===== config.mk =====
export PLATFORM = sky130hd
export DESIGN_NAME = limit_timer
export DESIGN_NICKNAME = d
export VERILOG_FILES = /design/src/rtl/limit_timer.sv
export SDC_FILE = /design/constraint.sdc
export NUM_CORES = 1
export LEC_CHECK = 0
export BUFFER_PORTS_ARGS = -buffer_cell sky130_fd_sc_hd__buf_2
export CORE_MARGIN = 10
export CORE_UTILIZATION = 50
export DETAILED_ROUTE_END_ITERATION = 8
export PLACE_DENSITY = 0.76
export SLEW_MARGIN = 20
export SYNTH_ARGS = -nofsm -noshare
export SYNTH_HDL_FRONTEND = slang
export SYNTH_SLANG_ARGS = --single-unit

===== constraint.sdc =====
create_clock -name clk -period 2.4 [get_ports clk]
set_clock_uncertainty 0.2 [all_clocks]
set_input_delay 0.36 -clock clk [delete_from_list [all_inputs] [get_ports clk]]
set_output_delay 0.36 -clock clk [all_outputs]
set_load 0.01 [all_outputs]

===== src/rtl/limit_timer.sv =====
module limit_timer #(
  parameter int CNT_W  = 22,
  parameter int FRAC_W = 9,
  parameter int ADDR_W = 5
) (
  input  logic              clk,
  input  logic              rst_n,
  input  logic              tick_en,
  input  logic              req,
  input  logic              we,
  input  logic [ADDR_W-1:0] addr,
  input  logic [31:0]       wdata,
  output logic [31:0]       rdata,
  output logic              irq
);
  localparam int OFF_W = ADDR_W - 2;
  localparam logic [OFF_W-1:0] OFF_LIM   = OFF_W'(0);
  localparam logic [OFF_W-1:0] OFF_CNT   = OFF_W'(1);
  localparam logic [OFF_W-1:0] OFF_LIMNR = OFF_W'(2);

  logic [CNT_W-1:0] lim, cnt;
  logic             reached;

  wire [OFF_W-1:0] off    = addr[ADDR_W-1:2];
  wire             rd     = req & ~we;
  wire             wr     = req & we;
  wire             wr_lim = wr & (off == OFF_LIM);
  wire             wr_nr  = wr & (off == OFF_LIMNR);
  wire             rd_lim = rd & (off == OFF_LIM);
  wire [CNT_W-1:0] new_lim = wdata[FRAC_W +: CNT_W];
  wire [CNT_W-1:0] cnt_inc = cnt + 1'b1;
  wire             lim_on  = (lim != '0);
  wire             at_lim  = lim_on & (cnt == lim);
  wire             arrive  = tick_en & lim_on & (cnt_inc == lim) & ~wr_lim;

  always_ff @(posedge clk or negedge rst_n) begin
    if (!rst_n) begin
      lim <= '0;
    end else if (wr_lim | wr_nr) begin
      lim <= new_lim;
    end
  end

  always_ff @(posedge clk or negedge rst_n) begin
    if (!rst_n) begin
      cnt <= '0;
    end else if (wr_lim) begin
      cnt <= '0;
    end else if (tick_en) begin
      cnt <= at_lim ? '0 : cnt_inc;
    end
  end

  always_ff @(posedge clk or negedge rst_n) begin
    if (!rst_n) begin
      reached <= 1'b0;
      irq     <= 1'b0;
    end else begin
      if (arrive)      reached <= 1'b1;
      else if (rd_lim) reached <= 1'b0;
      if (arrive)                irq <= 1'b1;
      else if (rd_lim | wr_lim)  irq <= 1'b0;
    end
  end

  always_ff @(posedge clk or negedge rst_n) begin
    if (!rst_n) begin
      rdata <= '0;
    end else if (rd) begin
      case (off)
        OFF_LIM: rdata <= {1'b0, lim, {FRAC_W{1'b0}}};
        OFF_CNT: rdata <= {reached, cnt, {FRAC_W{1'b0}}};
        default: rdata <= '0;
      endcase
    end
  end

  p_low_bits_zero_r2: assert property (@(posedge clk) disable iff (!rst_n)
    rd |=> rdata[FRAC_W-1:0] == '0);

  p_flag_needs_limit_r8: assert property (@(posedge clk) disable iff (!rst_n)
    $rose(reached) |-> $past(lim) != '0);

  p_match_sets_r3: assert property (@(posedge clk) disable iff (!rst_n)
    (tick_en && lim != '0 && cnt_inc == lim && !wr_lim) |=> (irq && reached));

  p_restart_after_match_r4: assert property (@(posedge clk) disable iff (!rst_n)
    (tick_en && at_lim && !wr_lim) |=> cnt == '0);

  p_ack_clears_r5: assert property (@(posedge clk) disable iff (!rst_n)
    (rd_lim && !tick_en) |=> (!irq && !reached));

  p_write_restarts_r6: assert property (@(posedge clk) disable iff (!rst_n)
    wr_lim |=> (cnt == '0 && !irq && lim == $past(new_lim)));

  p_keep_count_r7: assert property (@(posedge clk) disable iff (!rst_n)
    (wr_nr && !tick_en) |=> $stable(cnt));
endmodule


==> results of run 1 <==
[synthesized netlist by cell type, types with 2 or more instances]
cell,n
and2_1,3
xnor2_1,21
nor4_1,12
xor2_1,16
a31oi_1,4
o211ai_1,3
nand2_1,86
a22oi_1,2
nand3_1,15
nor3_1,4
inv_1,27
nand4_1,14
buf_2,7
nor2_1,14
o21a_1,3
and4_1,3
buf_4,16
o31a_1,2
buf_6,2
or3_1,3
mux2i_1,4
nand2b_1,4
clkbuf_1,20
a222oi_1,22
a21oi_1,9
nand3_2,2
or4_1,4
and3_1,3
a21o_1,7
o21ai_0,9
dfrtp_1,69
a22o_1,10
[sequential cells by signal (all words and copies together), names as in the netlist]
signal,count
rdata,23
cnt,22
lim,22
irq,1
reached,1
[metal layers]
layer,vias up,part of all wire
met5,-,0
met4,0,0.023
met3,19,0.074
met2,174,0.48
met1,1846,0.42
li1,1740,-
[kinds of logic after synthesis]
family | synth area share
AND/OR/NAND/NOR | 0.221
multiplexers | 0.0130
XOR/XNOR | 0.0820
buffers and inverters | 0.0896
other | 0.000949
flip-flops | 0.437
adder cells (fa/ha/maj) | 0.00317
AO/OA/AOI/OAI | 0.154
[per-stage QoR]
| step | power, mW | TNS [ns] | utilization |
|---|---|---|---|
| 2_1_floorplan | 1.89 | 0 | - |
| 3_3_place_gp | 2.23 | -0.668 | 0.615 |
| 3_5_place_dp | 2.26 | -0.485 | 0.615 |
| 4_1_cts | 3.08 | -0.0772 | 0.640 |
| 5_1_grt | 3.27 | -0.953 | 0.650 |
| 6_report | 3.12 | -0.136 | 0.650 |
[worst max-delay path: cells and delay by family, from the launching register on]
family	cells	cell delay (ns)
flops	1	0.45
xor+xnor	1	0.21
compound gates	3	0.46
buf+inv	2	0.29
simple gates	2	0.75
[cells in the final DEF, fill, tap and decap left out, drive strengths merged, types with 5 or more instances in the layout]
master	count
o21ai	11
nand4	14
dfrtp	69
conb	9
or4	5
inv	27
a22o	10
nor4	12
xnor2	21
nand2	86
a222oi	22
a21o	7
clkbuf	10
nand3	17
nor3	5
clkinv	5
a21oi	9
buf	127
nor2	14
xor2	16
[where the power goes]
part	internal, mW	switching (mW)
Sequential	1.28	0.151
Combinational	0.405	0.448
Clock	0.373	0.459
Total	2.06	1.06
[repair_timing]
item / in CTS / in global routing
gates cloned: 0 / 1
setup endpoints to repair: 14 / 22
pin swaps: 2 / 3
resized for setup: 6 / 13
setup buffers: 0 / 2
hold buffers: 1 / 0
endpoints found under the hold margin: 21 / 0
[layout make-up]
cell class	instances	area, sq um	share of cell area
inverters	27	101	0.0203
repair buffers	128	863	0.173
clock buffers	10	128	0.0255
well taps	102	128	0.0255
clock inverters	6	40.0	0.00801
multi-input cells	306	2000	0.401
flip-flops and latches	69	1740	0.347
[how the worst max path moves through the flow]
stage,startpoint,depth (start not counted),endpoint,slack (ns)
final,cnt[10],8,cnt[8],-0.07
after detailed placement,cnt[3],7,irq,-0.09
after CTS,cnt[10],7,cnt[13],-0.02
after floorplan,lim[7],8,cnt[15],0.01
after global routing,lim[17],7,cnt[18],-0.14
after global placement,cnt[10],7,cnt[20],-0.08
==> results.md, run 1 <==
- Worst Reg2Reg Path Length in Cells: 8
- Post-synth EDFFs: 0
- R2R Path Start: cnt[10]
- Chip Width: 109 um
- Pins Over Slew Limit: 0
- First-pass GRT wire length: 19,700 um
- Critical Path RT: ~2.4 ns
- Arr. time, crit path: 2.50 ns
- VDD IR-drop max: 0.486 mV
- RR Endpoint: cnt[8]
- RSZ-0062 raised after global routing: true
- Initial DRT Pass Iterations: 8
- Ys async rst share: 1.00
- Flop2flop setup slack: -0.07 ns
- Finished Layout Cells: approximately 650
- Wire length per cell: 19.0 um
- Antenna violations before repair: 0
- Pwr/cell area: 624 nW/um^2
- Leak: 2.57 nW
- Worst Hold Margin: -0.00259 ns
- CTS Root Cell: clkbuf_8
- Count of different cell masters after synthesis: 51
- Placement Cell Area: 4730 sq um
- Ant diodes: 0
- Slowest cell on the critical path: or4_4
- Final antenna-violating net count: 0
- Post-synth top area cell: dfrtp_1
- IO Port Bufs: 53
- CORE AREA: roughly 7700 sq um
- Crit-path max FO: 8
- Final hold vios: 3
- Initial Util: 0.514
- # rows: 32
- Post-Syn Area: 3950 sq um
- Setup crit end kind: register
- Setup violations, final: 5
- Worst-path clk slew: 0.08 ns
- Avg Vias per Cell: 5.83
- Final Instance Area: about 5000 sq um
- CTS Buf Count: 9
- GRT busiest layer: met2
- CP Cell Sequence: xor2_2 -> or4_4 -> nor4_4 -> a31oi_4 -> buf_4 -> buf_6 -> a21o_1 -> a22o_1
- Latest clock arrival within the worst-skew pair: 0.35 ns
- Final WL: 12,300 um
- Worst hold endpoint: lim[5]
- Hold Crit Class: in -> reg
- CTS tree: done
- Met1 Usage GRT: 0.275
- Main synth FF type: dfrtp_1
- Critical Path Max Stage Delay: 0.56 ns
- Grt total ovfl: 0
- Relative slew slack: 0.632
- Vias in the first global route: 3,701
- H-tree depth: 3
- Yosys warns: 0
- Synth top area cells: dfrtp_1, nand2_1, a222oi_1
- CTS Sinks: 69
- Hold_sp: wdata[14]
- Setup crit start kind: register
- Mapped Cells: between 400 and 500
- Clk buf depth: 2
- Pre-CTS WS: -0.0915 ns
- Met2 Usage GRT: 0.342
- Hold Path Cell Cnt: 3
- NumNets Final: between 500 and 600
- Run status: finished with violations
- I/O pins: 75
- Yosys reg bits: between 60 and 70
- Failing checks: negative hold slack, negative setup slack
- Period minus WS final: ~2.5 ns
- Pin count of the biggest net entering global routing: 49
- Tot GR Track Use: 0.212
- Setup WS post-layout: -0.0651 ns
- Die footprint: 11,900 sq um
- Grt met3 use: 0.0419
- Share of cells above drive strength 1: 0.313
- Hpwl dp: 9280 um
- Sequential fraction of the synthesis area: 0.437
- Area Growth Syn to Fin: 26.5%
- DRC viols: 0
- Max Clock Freq: 0.406 GHz
- Fillers: 660
- DRT iter0 DRCs: ~390
- Gpl congestion: 0.913
- Critical path type: reg -> reg
- DIE HEIGHT: 109 um
- Worst slew pin tran: 0.552 ns
- Fin crit share: 1.03
- Syn_area_per_cell: 9.00 sq um
- Via count: 3,779
- Synth top area share: 0.437
- Placed cells: between 600 and 700
- Max-Cap Viols: 0
Power figures use the tool's default switching activity.
==> run 2: changes to the inputs <==
--- a/config.mk
+++ b/config.mk
@@ -7,10 +7,11 @@
 export LEC_CHECK = 0
 export BUFFER_PORTS_ARGS = -buffer_cell sky130_fd_sc_hd__buf_2
 export CORE_MARGIN = 10
-export CORE_UTILIZATION = 50
+export CORE_UTILIZATION = 56
 export DETAILED_ROUTE_END_ITERATION = 8
-export PLACE_DENSITY = 0.76
+export PLACE_DENSITY = 0.81
 export SLEW_MARGIN = 20
 export SYNTH_ARGS = -nofsm -noshare
 export SYNTH_HDL_FRONTEND = slang
 export SYNTH_SLANG_ARGS = --single-unit
+export TNS_END_PERCENT = 30
==> constraint.sdc (replaced) <==
create_clock -name clk -period 2.83 [get_ports clk]
set_clock_uncertainty 0.2 [all_clocks]
set_input_delay 0.4245 -clock clk [delete_from_list [all_inputs] [get_ports clk]]
set_output_delay 0.4245 -clock clk [all_outputs]
set_load 0.01 [all_outputs]
==> run 2 against run 1 <==
Effect of this change: the flow now finishes without violations; register-to-register slack better by 0.17 ns; die area is 8.8% lower; critical path depth is 1 lower; critical path type unchanged; sequential share of layout area is 3.1 points higher; hold slack better by 0.047 ns; core utilization is 1.8 points higher; wire length is 10% lower.
==> results.md, run 2 (synthesis results as in run 1) <==
- Worst-path clk slew: 0.08 ns (about the same)
- Gpl congestion: 0.948 (+3.8%)
- Final hold vios: 0 (-3)
- Crit-path max FO: 22 (+14)
- Final Util: 0.668 (+0.0179)
- CTS Root Cell: clkbuf_8
- I/O pins: 75 (unchanged)
- Final WL: 11,100 um (-10%)
- Commonest cells after routing, fill and taps aside: nand2_1, dfrtp_1, buf_2
- Hold_sp: wdata[16]
- # rows: 30 (-6.3%)
- Latest clock arrival within the worst-skew pair: 0.36 ns (about the same)
- Initial DRT Pass Iterations: 6 (-2)
- VDD IR-drop max: 0.430 mV (-11%)
- Reg power frac: 0.481 (+0.021)
- H-tree depth: 3 (unchanged)
- Clk buf depth: 2 (unchanged)
- Via count: 3,683 (-2.5%)
- Share of cells above drive strength 1: 0.220 (-0.0927)
- Max-Cap Viols: 0 (unchanged)
- Avg Vias per Cell: 6.19 (+6.1%)
- Wire length per cell: 18.6 um (-2.0%)
- Comb pwr share: 0.229 (-0.045)
- Leading cell type in the layout, fill and taps excluded: nand2_1
- Hold Crit Class: in -> reg
- Leak: 2.32 nW (-9.9%)
- Run status: finished, final reports clean
- CTS Sinks: 69 (unchanged)
- Area Growth Syn to Fin: 15.5%
- Die footprint: 10,800 sq um (-8.8%)
- Placed cells: 578 (-8.0%)
- Critical path type: reg -> reg
- DRC viols: 0 (unchanged)
- DRT iter0 DRCs: 513 (+32%)
- DIE HEIGHT: 104 um (-4.5%)
- Grt total ovfl: 0 (unchanged)
- NumNets Final: 537 (-8.0%)
- Critical Path RT: 2.88 ns (+0.45 ns)
- Period minus WS final: 2.72 ns (+0.257 ns)
- Setup crit end kind: register
- RR Endpoint: cnt[6]
- Worst hold endpoint: lim[7]
- Antenna violations before repair: 0 (unchanged)
- Initial Util: 0.578 (+0.0644)
- Ant diodes: 0 (unchanged)
- Clock network power share: 0.290 (+0.023)
- CTS Buf Count: 9 (unchanged)
- P_sw: 0.874 mW (-17%)
- Relative slew slack: 0.486 (-0.146)
- Flop2flop setup slack: 0.11 ns (+0.17 ns)
- Worst Hold Margin: 0.0447 ns (+0.0473 ns)
- R2R Path Start: cnt[10]
- Sw frac: 0.344 (+0.00480)
- Pin count of the biggest net entering global routing: 38 (-22%)
- Setup crit start kind: register
- Setup violations, final: 0 (-5)
- Worst slew pin tran: 0.771 ns (+0.219 ns)
- Biggest register: rdata
- Vias in the first global route: 3,685 (-0.43%)
- Largest registers: rdata (23), cnt (22), lim (22)
- Finished Layout Cells: 595 (-8.2%)
- Hold Path Cell Cnt: 3 (unchanged)
- Internal power: 1.67 mW (-19%)
- Arr. time, crit path: 2.77 ns (+0.27 ns)
- Total negative setup slack: 0 ns (+0.136 ns)
- Tot GR Track Use: 0.204 (-0.00820)
- Pins Over Slew Limit: 0 (unchanged)
- CORE AREA: 6830 sq um (-11%)
- Final antenna-violating net count: 0 (unchanged)
- First-pass GRT wire length: 18,300 um (-7.0%)
- IO Port Bufs: 53 (unchanged)
- Hpwl dp: 7880 um (-15%)
- Worst Reg2Reg Path Length in Cells: 7 (-1)
- CTS tree: done
- Max FFs per register: 23 (unchanged)
- Pwr/cell area: 556 nW/um^2 (-11%)
- Chip Width: 104 um (-4.5%)
- Max Clock Freq: 0.367 GHz (-9.4%)
- Fin crit share: 0.962 (-0.0652)
-- run 2: cell count changes in the layout (fill, tap and decap cells not counted), moves of 2 or more --
cell	change
inv_6	+2
clkinv_4	-2
clkinv_2	-3
buf_4	-45
dfrtp_1	+7
dfrtp_2	-7
clkinvlp_4	+3
or4_4	-3
or4_1	+3
-- run 2: cell type report --
class | instances | area [sq um]
fillers | 542 | 2270
multi-input cells | 306 | 1950
flip-flops and latches | 69 | 1730
repair buffers | 81 | 494
clock buffers | 10 | 128
well taps | 96 | 120
inverters | 27 | 101
clock inverters | 6 | 47.5
-- run 2: critical path, cell delays in order (launching register included) --
cell     delay (ns)
dfrtp_1        0.46
xor2_1         0.21
or4_1          0.55
nor4_2         0.41
a31oi_4        0.21
buf_6          0.22
a21o_1         0.17
a22o_1         0.17
-- run 2: worst max path at each step --
stage / slack [ns] / to / start / cells past startpoint
6_report: 0.11 / cnt[6] / cnt[10] / 7
5_1_grt: -0.02 / irq / cnt[8] / 6
4_1_cts: 0.09 / cnt[6] / cnt[10] / 7
3_5_place_dp: 0.15 / cnt[11] / lim[10] / 8
3_3_place_gp: 0.22 / cnt[12] / lim[10] / 8
2_1_floorplan: 0.21 / irq / cnt[0] / 8
-- run 2: routing by layer --
layer | GRT usage | part of all wire | vias up
li1 | - | - | 1657
met1 | 0.247 | 0.39 | 1749
met2 | 0.333 | 0.48 | 237
met3 | 0.0533 | 0.090 | 40
met4 | 0.0924 | 0.033 | 0
met5 | 0 | 0 | -
-- run 2: power groups by stage --
stage,Combinational (mW),Clock (mW),Sequential (mW)
2_1_floorplan,0.394,0,1.19
3_3_place_gp,0.536,0,1.23
3_5_place_dp,0.553,0,1.24
4_1_cts,0.562,0.741,1.22
5_1_grt,0.637,0.790,1.23
6_report,0.581,0.737,1.22
-- run 2: repair_timing --
item                       4_1_cts  5_1_grt
hold endpoints to repair        32        0
hold buffers                     1        0
gates resized for setup          0        4
setup endpoints to repair        0       11
buffers inserted                 0        0
-- run 2: stage by stage --
| step | cell area (sq um) | total power [mW] | worst slack (ns) |
|---|---|---|---|
| 2_1_floorplan | 3980 | 1.58 | 0.206 |
| 3_3_place_gp | 4350 | 1.77 | 0.217 |
| 3_5_place_dp | 4350 | 1.79 | 0.149 |
| 4_1_cts | 4540 | 2.52 | 0.0896 |
| 5_1_grt | 4560 | 2.66 | -0.0222 |
| 6_report | 4560 | 2.54 | 0.108 |
